==> src/rtl/conv_readout_port.sv <==
module conv_readout_port #(
  parameter int WORD_W = 24,
  parameter int STAT_W = 8,
  parameter int RATE_W = 3,
  parameter int BASE_DIV = 250,
  parameter int unsigned SAMPLE_MUL = 32'h009E_3779
) (
  input  logic              clk_in,
  input  logic              rst_n,
  input  logic              cs_n,
  input  logic              rw,
  input  logic              rsel,
  input  logic              sclk,
  input  logic [RATE_W-1:0] rate,
  output logic              sod,
  output logic              drdy
);
  localparam int MAX_DIV = BASE_DIV << ((1 << RATE_W) - 2);
  localparam int CNT_W = $clog2(MAX_DIV + 1);
  localparam int IDX_W = $clog2(WORD_W);
  localparam logic [IDX_W-1:0] D_LAST = IDX_W'(WORD_W - 1);
  localparam logic [IDX_W-1:0] S_LAST = IDX_W'(STAT_W - 1);

  logic sel;
  assign sel = !cs_n && rw;

  logic [2:0] sk;
  logic rise, fall;
  assign rise = sk[1] & ~sk[2];
  assign fall = ~sk[1] & sk[2];

  logic [RATE_W-1:0] rate_q;
  logic [CNT_W-1:0] cnt, lim;
  logic tick;
  assign lim  = CNT_W'(BASE_DIV) << (rate - RATE_W'(1));
  assign tick = (rate != '0) && (rate == rate_q) && (cnt == lim - 1'b1);

  logic [WORD_W-1:0] nconv, new_word, data_buf, pend_word;
  logic pend;
  assign new_word = (nconv + 1'b1) * WORD_W'(SAMPLE_MUL);

  logic load_new, load_pend;
  assign load_new  = tick && !sel;
  assign load_pend = !sel && pend && !tick;

  logic [STAT_W-1:0] stat_buf;
  logic [IDX_W-1:0] idx, last;
  logic armed, done, rsel_q;
  assign last = rsel ? S_LAST : D_LAST;

  logic data_done, abort;
  assign data_done = sel && fall && armed && !done && !rsel && idx == D_LAST;
  assign abort     = !sel && armed && !done && !rsel_q;

  logic [WORD_W-1:0] dsh;
  logic [STAT_W-1:0] ssh;
  assign dsh = data_buf << idx;
  assign ssh = stat_buf << idx;
  assign sod = sel && !done && (rsel ? ssh[STAT_W-1] : dsh[WORD_W-1]);

  always_ff @(posedge clk_in or negedge rst_n) begin
    if (!rst_n) begin
      sk     <= '0;
      rate_q <= '0;
      cnt    <= '0;
    end else begin
      sk     <= {sk[1:0], sclk};
      rate_q <= rate;
      if (rate == '0 || rate != rate_q || tick) cnt <= '0;
      else cnt <= cnt + 1'b1;
    end
  end

  always_ff @(posedge clk_in or negedge rst_n) begin
    if (!rst_n) begin
      nconv     <= '0;
      data_buf  <= '0;
      pend_word <= '0;
      pend      <= 1'b0;
      drdy      <= 1'b0;
    end else begin
      if (tick) nconv <= nconv + 1'b1;
      if (tick && sel) begin
        pend      <= 1'b1;
        pend_word <= new_word;
      end else if (load_new) begin
        pend     <= 1'b0;
        data_buf <= new_word;
      end else if (load_pend) begin
        pend     <= 1'b0;
        data_buf <= pend_word;
      end
      if (load_new || load_pend) drdy <= 1'b1;
      else if (data_done || abort) drdy <= 1'b0;
    end
  end

  always_ff @(posedge clk_in or negedge rst_n) begin
    if (!rst_n) begin
      stat_buf <= '0;
      idx      <= '0;
      armed    <= 1'b0;
      done     <= 1'b0;
      rsel_q   <= 1'b0;
    end else if (!sel) begin
      stat_buf <= {drdy, pend, {(STAT_W-2-RATE_W){1'b0}}, rate};
      idx      <= '0;
      armed    <= 1'b0;
      done     <= 1'b0;
    end else begin
      rsel_q <= rsel;
      if (fall) armed <= 1'b1;
      if (fall && armed && idx == last) done <= 1'b1;
      if (rise && armed && !done && idx != last) idx <= idx + 1'b1;
    end
  end
endmodule


==> config.mk <==
export PLATFORM = sky130hd
export DESIGN_NAME = conv_readout_port
export DESIGN_NICKNAME = d
export VERILOG_FILES = /design/src/rtl/conv_readout_port.sv
export SDC_FILE = /design/constraint.sdc
export NUM_CORES = 1
export LEC_CHECK = 0
export CORE_MARGIN = 2
export CORE_UTILIZATION = 40
export DETAILED_ROUTE_END_ITERATION = 7
export PLACE_DENSITY = 0.65
export SLEW_MARGIN = 40
export SYNTH_ARGS = -nofsm -noshare
export SYNTH_HDL_FRONTEND = slang
export SYNTH_SLANG_ARGS = --single-unit
==> constraint.sdc <==
create_clock -name clk_in -period 12 [get_ports clk_in]
set_input_delay 2.4 -clock clk_in [delete_from_list [all_inputs] [get_ports clk_in]]
set_output_delay 2.4 -clock clk_in [all_outputs]
set_load 0.01 [all_outputs]
; ---- After elaboration in Yosys (flattened, before gate mapping)
; Index checks and enable logic that the tools add are counted.
[word_totals]
inputBits = 9
ff_bits = 107
word_cells = 90
output_inout_bits = 2
[classes]
n_bitwise = 5
multipliers = 1
addsub = 5
n_shift = 3
n_eq_ne = 9
n_mux = 16
n_reduce_logical = 38
[op_table]
columns = op, n
row1 = $mux 24, 2
row2 = $add 24x1->24 const B, 1
row3 = $mul 24x24->24 const B, 1
row4 = $shl 24x5->24, 1
row5 = $logic_and 1x1->1, 22
row6 = $mux 5, 3
row7 = $add 14x1->14 const B, 1
row8 = $eq 14x14->1, 1
row9 = $mux 14, 1
row10 = $shl 8x3->14 const A, 1
row11 = $sub 14x1->14 const B, 1
row12 = $mux 1, 10
row13 = $shl 8x5->8, 1
row14 = $logic_not 1->1, 6
row15 = $ne 2x1->1 const B, 3
row16 = $reduce_bool 3->1, 2
row17 = $add 5x1->5 const B, 1
row18 = $eq 5x5->1, 1
row19 = $eq 5x5->1 const B, 1
row20 = $ne 5x5->1, 1
row21 = $logic_or 1x1->1, 4
row22 = $reduce_bool 2->1, 2
row23 = $eq 3x3->1, 1
row24 = $logic_not 3->1, 1
row25 = 5 further kinds, 8

; ---- Longest topological paths before layout
; Gate-level depths: netlist (run 1).
[logic_depth]
ltp_word = 10
ltp_mapped = 30
depth_no_buf = 30

; ---- Least setup slack after synthesis (run 1)
; OpenSTA, ideal clock, no wires.
[synth_path]
kind = reg-to-reg
startpoint = register nconv[1]
endpoint = register data_buf[22]
arrival_time_ps = 7144
path_buffers = 0
setup_time_ps = 118
path_stages_with_launch = 27
synth_period_minus_slack_ps = 7262
t_required_ps = 11882
setup_slack_ps = 4738
cell_sequence = dfrtp_1 > ha_1 > and3_1 > nand3_1 > xnor2_1 > inv_1 > fa_1 > inv_1 > ha_1 > xnor2_1 > fa_1 > ha_1 > ha_1 > fa_1 > inv_1 > fa_1 > inv_1 > ha_1 > o21a_1 > o21a_1 > a21oi_1 > o21ai_0 > a2111o_1 > nor3b_1 > or2_2 > mux2_2 > a21o_1
[synth_between]
elab_chain_cells = 3
[synth_rtl]
columns = item, line_no
row1 = from (decl), 38  ; logic [WORD_W-1:0] nconv, new_word, data_buf, pend_word;
row2 = from (signal assigned), 82  ; if (tick) nconv <= nconv + 1'b1;
row3 = $add 24x1->24, 40  ; assign new_word = (nconv + 1'b1) * WORD_W'(SAMPLE_MUL);
row4 = $mul 24x24->24, 40
row5 = $mux 24, 86  ; end else if (load_new) begin
row6 = to (signal assigned), 88  ; data_buf <= new_word;
row7 = to (signal assigned), 91  ; data_buf <= pend_word;
row8 = to (decl), 38
; No other way between the ends.
; A chain may end at the register's enable or synchronous reset.

; ---- Final worst setup path (run 1)
[layout_path]
startpoint = register nconv[0]
endpoint = register pend_word[23]
[layout_between]
elab_chain_cells = 2
[layout_rtl]
columns = item, line_no
row1 = $add 24x1->24, 40
row2 = $mul 24x24->24, 40
row3 = to (signal assigned), 85  ; pend_word <= new_word;
row4 = to (decl), 38
; No other way between the ends.

==> impl_metrics.json, run 1 <==
{
  "outcome": "finished clean",
  "critPathMaxFanout": 10,
  "cp-start-kind": "register",
  "hold_class": "reg -> reg",
  "utilization": 0.439,
  "tightest_slew_ns": 0.754,
  "grt_pass1_wl_um": 39000,
  "clkLatencyLatePin_ns": 0.35,
  "maxSlewHeadroom": 0.494,
  "synth_top_area_frac": 0.241,
  "core_area_mm2": 0.0271,
  "min_period_over_period": 0.699,
  "drt-total-wl_um": 23000,
  "ys_ff_latch": 107,
  "yosys_most_used_dff": "dfrtp_1",
  "power_density_mw_per_mm2": 58.7,
  "cts_buffer_depth": 2,
  "antenna_cells": 0,
  "total_leakage_power_nw": 6.00,
  "fin_ws_ns": 3.62,
  "total_power_mw": 0.699,
  "grt_max_degree": 61,
  "period_minus_slack_ns": 8.38,
  "ir_drop_v": 0.0000766,
  "die_w_um": 171,
  "tns_ns": 0,
  "worstPathRequired_ns": 12.23,
  "wl_per_cell_um": 15.1,
  "rows": 60,
  "drc": 0,
  "synth.area.top_cells": "dfrtp_1 (24%), fa_1 (19%), ha_1 (14%)",
  "grt_use_total": 0.169,
  "ant_nets": 0,
  "post_cts_resized": 0,
  "grt_pass1_vias": 7667,
  "synth_edf_count": 0,
  "mostFrequentLayoutCells": "inv_1 (213), ha_1 (126), dfrtp_1 (107), fa_1 (104), nand2_1 (81)",
  "final_common_cell": "inv_1",
  "crit_buf_inv": 5,
  "cap_violations": 0,
  "cts.sinks": 107,
  "drive_gt1_frac": 0.0617,
  "grt_antenna_before_repair": 0,
  "crit_type": "reg -> reg",
  "numPortBuffers": 10,
  "dp_hpwl_um": 18500,
  "rsz0062_at_grt": "false",
  "syn-num-nets": 1389,
  "cts_root_buf": "clkbuf_16",
  "hold_buffers": 0,
  "yosysTopAreaCell": "dfrtp_1",
  "cp_top_family": "adder cells",
  "dr.pass1.iters": 5,
  "fin_skew_ns": 0.00861,
  "gp_congestion": 0.938,
  "worstSetupEndpointType": "register",
  "cp_slowest_stage_delay_ns": 0.62,
  "cts_buffers": 9,
  "io_pins": 11,
  "dp_slack_ns": 3.64,
  "cp_slowest_cell": "xor2_1",
  "yosys_warnings": 0,
  "fillCellCount": 2573,
  "h-tree-depth": 3,
  "syn_avg_cell_area_um2": 9.66,
  "fp.dieArea_mm2": 0.0291,
  "fmax_mhz": 119,
  "num_vias": 7398,
  "ys_seq_area_frac": 0.241,
  "finalHoldViolCount": 0,
  "synth.cell_area_mm2": 0.0111,
  "drv_slew": 0,
  "synthCells": 1150,
  "start_util": 0.410,
  "async_flop_share": 1.00,
  "area_growth_pct": 7.23,
  "finalSetupViolCount": 0,
  "grt.overflow.total": 0,
  "die_h_um": 171,
  "nets": 1385,
  "vias_per_cell": 4.86,
  "reg2reg_slack_ns": 3.62,
  "cts_tree": "yes",
  "cts_setup_buffers": 0,
  "drt_iter0_markers": 368,
  "cp.arrival_ns": 8.62,
  "clk_pin_slew_ns": 0.08,
  "yosysUniqueCellTypes": 64
}
-- routing by layer --
| metal | share of wire | vias up | global-route usage |
|---|---|---|---|
| li1 | - | 3673 | - |
| met1 | 0.48 | 3636 | 0.230 |
| met2 | 0.49 | 72 | 0.288 |
| met3 | 0.019 | 17 | 0.0229 |
| met4 | 0.012 | 0 | 0.0320 |
| met5 | 0 | - | 0 |
-- power breakdown --
part           total (mW)  internal [mW]  switching (mW)
Combinational      0.0437         0.0151          0.0286
Clock               0.290          0.149           0.142
Sequential          0.365          0.363         0.00171
-- path summary, 6_finish.rpt --
| kind | from | endpoint | cells after the start |
|---|---|---|---|
| max | nconv[0] | pend_word[23] | 28 |
| min | sk[0] | sk[1] | 0 |
| max reg2reg | nconv[0] | pend_word[23] | 28 |
| min reg2reg | sk[0] | sk[1] | 0 |
| max in group asynchronous | rst_n | data_buf[22] | 2 |
| min in group asynchronous | rst_n | cnt[7] | 1 |
-- cells by family after synthesis --
family                     count (synthesis)  synth area share
AOI/OAI and AO/OA                        130            0.0735
xor gates and xnor gates                 141             0.115
DFF                                      107             0.241
and+or+nand+nor                          255             0.110
adders and majority gates                230             0.329
buffers and inverters                    248            0.0866
muxes                                     39            0.0441
-- cells in the mapped netlist (all sizes together) (2+ instances only) --
| cell | number |
|---|---|
| nor3b | 3 |
| buf | 16 |
| and2 | 3 |
| o2111ai | 2 |
| a21o | 11 |
| xnor2 | 81 |
| a21boi | 4 |
| o21bai | 2 |
| nand4 | 9 |
| nand3 | 23 |
| xor2 | 58 |
| a21oi | 38 |
| mux2 | 19 |
| o31ai | 3 |
| mux2i | 14 |
| or2 | 4 |
| nor4 | 7 |
| mux4 | 6 |
| o22ai | 14 |
| dfrtp | 107 |
| inv | 213 |
| o21a | 5 |
| nor4b | 2 |
| or3 | 4 |
| o41ai | 2 |
| o21ai | 32 |
| a31oi | 5 |
| nor2 | 72 |
| nand2 | 83 |
| a2111oi | 2 |
| fa | 104 |
| clkbuf | 18 |
| nor3 | 11 |
| and3 | 10 |
| nand2b | 8 |
| ha | 126 |
| nor2b | 11 |
| xnor3 | 2 |
-- area by class of cell --
class                           count  area (um2)  area share
Multi-Input combinational cell    795        7510       0.630
Clock inverter                      5        46.3     0.00389
Timing Repair Buffer               19         169      0.0142
Tap cell                          372         465      0.0391
Clock buffer                       10         239      0.0201
Sequential cell                   107        2680       0.225
Inverter                          214         803      0.0675
-- state kept, by name, indices dropped and copies added (netlist names), 3 cells and up --
name	cells
idx	5
pend_word	24
stat_buf	5
sk	3
data_buf	24
rate_q	3
cnt	14
nconv	24
-- per-stage QoR --
stage	area, um2	cells	hold WS, ns
after floorplan	11100	1150	0.331
after global placement	11600	1507	0.334
after detailed placement	11600	1507	0.335
after CTS	11900	1522	0.350
after global routing	11900	1522	0.368
final	11900	1522	0.347
(Power assumes the default switching activity.)
==> inputs of run 2 (changes only) <==
==> constraint.sdc (replaced) <==
create_clock -name clk_in -period 8.5 [get_ports clk_in]
set_input_delay 1.7 -clock clk_in [delete_from_list [all_inputs] [get_ports clk_in]]
set_output_delay 1.7 -clock clk_in [all_outputs]
set_load 0.01 [all_outputs]
==> impl_metrics.json, run 2 (synthesis results as in run 1) <==
{
  "fin_skew_ns": 0.0108,
  "fillCellCount": 2573,
  "cts_setup_buffers": 0,
  "cts.sinks": 107,
  "cp.arrival_ns": 8.05,
  "h-tree-depth": 3,
  "gp_congestion": 0.869,
  "fp.dieArea_mm2": 0.0291,
  "start_util": 0.410,
  "hold_buffers": 0,
  "tightest_slew_ns": 0.829,
  "utilization": 0.443,
  "cp-start-kind": "register",
  "tns_ns": 0,
  "path_common_cell": "fa_1",
  "rsz0062_at_grt": "false",
  "drt_iter0_markers": 353,
  "mostFrequentLayoutCells": "inv_1 (213), ha_1 (126), dfrtp_1 (106), fa_1 (104), nand2_1 (81)",
  "numPortBuffers": 10,
  "cp_slowest_cell": "fa_1",
  "grt_pass1_vias": 7962,
  "grt.overflow.total": 0,
  "grt_max_degree": 70,
  "dr.pass1.iters": 4,
  "grt_use_total": 0.177,
  "rows": 60,
  "crit_type": "reg -> reg",
  "core_area_mm2": 0.0271,
  "post_cts_resized": 0,
  "grt_pass1_wl_um": 40400,
  "drive_gt1_frac": 0.0673,
  "cts_buffer_depth": 2,
  "finalSetupViolCount": 0,
  "reg.largest.list": "data_buf: 24 flops, nconv: 24 flops, pend_word: 24 flops",
  "wl_per_cell_um": 15.4,
  "num_vias": 7482,
  "ir_drop_v": 0.000104,
  "hold_class": "reg -> reg",
  "nets": 1393,
  "worstPathRequired_ns": 8.74,
  "io_pins": 11,
  "min_period_over_period": 0.918,
  "period_minus_slack_ns": 7.81,
  "dp_hpwl_um": 19200,
  "total_leakage_power_nw": 6.06,
  "critPathMaxFanout": 7,
  "final_common_cell": "inv_1",
  "cts_tree": "yes",
  "vias_per_cell": 4.89,
  "fmax_mhz": 128,
  "maxSlewHeadroom": 0.445,
  "cp_slowest_stage_delay_ns": 0.55,
  "drt-total-wl_um": 23600,
  "cap_violations": 0,
  "die_w_um": 171,
  "ant_nets": 0,
  "cts_buffers": 9,
  "drc": 0,
  "grt_antenna_before_repair": 0,
  "antenna_cells": 0,
  "cts_root_buf": "clkbuf_16",
  "worstSetupEndpointType": "register",
  "power_density_mw_per_mm2": 87.3,
  "die_h_um": 171,
  "clkLatencyLatePin_ns": 0.36,
  "finalHoldViolCount": 0,
  "area_growth_pct": 8.15,
  "outcome": "finished clean",
  "total_power_mw": 1.05,
  "drv_slew": 0,
  "clk_pin_slew_ns": 0.08
}
==> run 2: per-stage QoR <==
stage / instance area, um2 / worst slack (ns) / hold slack (ns) / std cells
floorplan: 11100 / 1.24 / 0.331 / 1150
global placement: 11600 / 0.650 / 0.334 / 1515
detailed placement: 11700 / 0.497 / 0.354 / 1515
CTS: 12000 / 0.469 / 0.372 / 1531
global route: 12000 / 0.123 / 0.380 / 1531
finish: 12000 / 0.694 / 0.375 / 1531
==> run 2: worst max-delay path: cells and delay by family (launching register included) <==
kind / cells / cell delay, ns
buf+inv: 4 / 0.24
xor+xnor: 10 / 2.19
compound gates: 1 / 0.09
flops: 1 / 0.47
simple gates: 4 / 1.11
fa+ha+maj: 8 / 3.59
==> run 2: final timing paths <==
check                          from            end  slack, ns  cells after the start
setup / recovery           nconv[1]  pend_word[23]       0.69                     27
hold / removal                sk[0]          sk[1]       0.38                      0
setup reg to reg           nconv[1]  pend_word[23]       0.69                     27
hold reg to reg               sk[0]          sk[1]       0.38                      0
max in group asynchronous     rst_n   data_buf[13]       6.21                      2
min in group asynchronous     rst_n         cnt[7]       1.31                      1
==> run 2: per-layer routing <==
| metal | up-vias | part of all wire | global-route usage | routed length [um] |
|---|---|---|---|---|
| met5 | - | 0 | 0 | 0 |
| met4 | 0 | 0.017 | 0.0405 | 411 |
| met3 | 24 | 0.021 | 0.0234 | 499 |
| met2 | 74 | 0.50 | 0.301 | 11700 |
| met1 | 3694 | 0.47 | 0.241 | 11000 |
| li1 | 3690 | - | - | - |
==> run 2: report_power, final <==
| part | leakage [nW] | switching (mW) | internal [mW] |
|---|---|---|---|
| clock network | 0.163 | 0.207 | 0.266 |
| registers | 1.47 | 0.00252 | 0.512 |
| logic | 4.43 | 0.0401 | 0.0214 |
==> run 2: cell type report <==
type	instances	area, um2	area share
repair buffers	27	229	0.0191
well taps	372	465	0.0388
clock buffers	10	229	0.0191
clock inverters	6	103	0.00854
multi-input cells	795	7500	0.625
inverters	214	803	0.0669
flip-flops and latches	107	2680	0.223
==> inputs of run 3 (changes only) <==
--- a/config.mk
+++ b/config.mk
@@ -9,7 +9,7 @@
 export CORE_UTILIZATION = 40
 export DETAILED_ROUTE_END_ITERATION = 7
 export PLACE_DENSITY = 0.65
-export SLEW_MARGIN = 40
+export SLEW_MARGIN = 20
 export SYNTH_ARGS = -nofsm -noshare
 export SYNTH_HDL_FRONTEND = slang
 export SYNTH_SLANG_ARGS = --single-unit
==> impl_metrics.json, run 3 (synthesis results as in run 1) <==
{
  "worstPathRequired_ns": 8.74,
  "grt_pass1_vias": 8003,
  "power_frac_clock": 0.427,
  "rows": 60,
  "cp.depth": 27,
  "clk_pin_slew_ns": 0.08,
  "min_period_over_period": 0.927,
  "wl_per_cell_um": 15.4,
  "reg2reg_slack_ns": 0.62,
  "start_util": 0.410,
  "drc": 0,
  "swShare": 0.239,
  "cp_slowest_stage_delay_ns": 0.55,
  "reg.largest.list": "data_buf: 24 flops, nconv: 24 flops, pend_word: 24 flops",
  "ir_drop_v": 0.0000914,
  "fmax_mhz": 127,
  "cts_buffers": 9,
  "seqPwrFrac": 0.513,
  "wl_met3_um": 495,
  "grt_antenna_before_repair": 0,
  "ant_nets": 0,
  "drt-total-wl_um": 23600,
  "cts_tree": "yes",
  "endpoint": "pend_word[23]",
  "power_density_mw_per_mm2": 84.0,
  "num_vias": 7486,
  "period_minus_slack_ns": 7.88,
  "final_common_cell": "inv_1",
  "route.met2.wl_um": 11700,
  "critPathMaxFanout": 10,
  "place_area_mm2": 0.0116,
  "tightest_slew_ns": 0.924,
  "cp_top_family": "adder cells",
  "mostFrequentLayoutCells": "inv_1 (213), ha_1 (126), dfrtp_1 (107), fa_1 (104), nand2_1 (82)",
  "gp_congestion": 0.869,
  "crit_buf_inv": 4,
  "grt_max_degree": 70,
  "p_comb_frac": 0.061,
  "cts_buffer_depth": 2,
  "cts.sinks": 107,
  "finalSetupViolCount": 0,
  "dp_hpwl_um": 19200,
  "cp-start-kind": "register",
  "reg2reg_depth": 27,
  "path_common_cell": "fa_1",
  "worstSetupEndpointType": "register",
  "crit_type": "reg -> reg",
  "postLayoutCellArea_mm2": 0.0120,
  "fp.dieArea_mm2": 0.0291,
  "core_area_mm2": 0.0271,
  "hold_class": "reg -> reg",
  "grt_use_total": 0.176,
  "area_growth_pct": 7.68,
  "clkLatencyLatePin_ns": 0.35,
  "cap_violations": 0,
  "outcome": "finished clean",
  "rsz0062_at_grt": "false",
  "top_layer": "met4",
  "nets": 1393,
  "h-tree-depth": 3,
  "p_switching_mw": 0.240,
  "drive_gt1_frac": 0.0656,
  "total_leakage_power_nw": 6.03,
  "r2r-end": "pend_word[23]",
  "grt.overflow.total": 0,
  "total_power_mw": 1.00,
  "fin_skew_ns": 0.0102,
  "drt-met1-wl_um": 11000,
  "vias_per_cell": 4.89,
  "drv_slew": 0,
  "maxSlewHeadroom": 0.382,
  "dr.pass1.iters": 4,
  "regToRegStartpoint": "nconv[0]",
  "intPower_mw": 0.764,
  "antenna_cells": 0,
  "tns_ns": 0,
  "io_pins": 11,
  "critical_path.startpoint": "nconv[0]",
  "cp.arrival_ns": 8.12,
  "finalHoldViolCount": 0,
  "cts_root_buf": "clkbuf_16",
  "die_h_um": 171,
  "grt_pass1_wl_um": 40200,
  "drt_iter0_markers": 343,
  "die_w_um": 171,
  "numPortBuffers": 10,
  "cp_slowest_cell": "dfrtp_1"
}
==> run 3: per-layer routing <==
metal  vias to the layer above  track usage
met1                      3709        0.235
met3                        22       0.0252
met5                         -            0
li1                       3689            -
met2                        66        0.303
met4                         0       0.0364
==> run 3: repair_timing <==
item                       in CTS  in global routing
setup endpoints to repair       0                  2
gates resized for setup         0                  2
hold buffers                    0                  0
buffers inserted                0                  0
==> run 3: how the worst min path moves through the flow <==
stage / start / endpoint / slack [ns] / cells after the start
after global placement: sk[0] / sk[1] / 0.33 / 0
after CTS: sk[0] / sk[1] / 0.37 / 0
after detailed placement: sk[0] / sk[1] / 0.35 / 0
after global routing: sk[0] / sk[1] / 0.38 / 0
after floorplan: sk[0] / sk[1] / 0.33 / 0
final: sk[0] / sk[1] / 0.37 / 0
==> run 3: power by group through the flow <==
| stage | sequential (mW) | clock [mW] | combinational (mW) |
|---|---|---|---|
| 6_report | 0.515 | 0.428 | 0.0609 |
| 3_5_place_dp | 0.525 | 0 | 0.0616 |
| 2_1_floorplan | 0.524 | 0 | 0.0374 |
| 4_1_cts | 0.515 | 0.441 | 0.0617 |
| 3_3_place_gp | 0.525 | 0 | 0.0606 |
| 5_1_grt | 0.515 | 0.456 | 0.0692 |
==> run 3: layout make-up <==
type / instances / area, um2
inverter: 214 / 803
timing repair buffer: 27 / 225
tap: 372 / 465
clock buffer: 9 / 225
sequential: 107 / 2680
clock inverter: 6 / 71.3
fill: 2599 / 15100
multi-input combinational: 795 / 7490
==> run 3: through the flow <==
stage,util,instances,setup WS [ns],hold slack (ns)
6_report,0.441,1530,0.622,0.366
5_1_grt,0.441,1530,0.0423,0.377
4_1_cts,0.440,1530,0.480,0.368
3_5_place_dp,0.429,1515,0.493,0.350
3_3_place_gp,0.429,1515,0.650,0.334
2_1_floorplan,-,1150,1.24,0.331
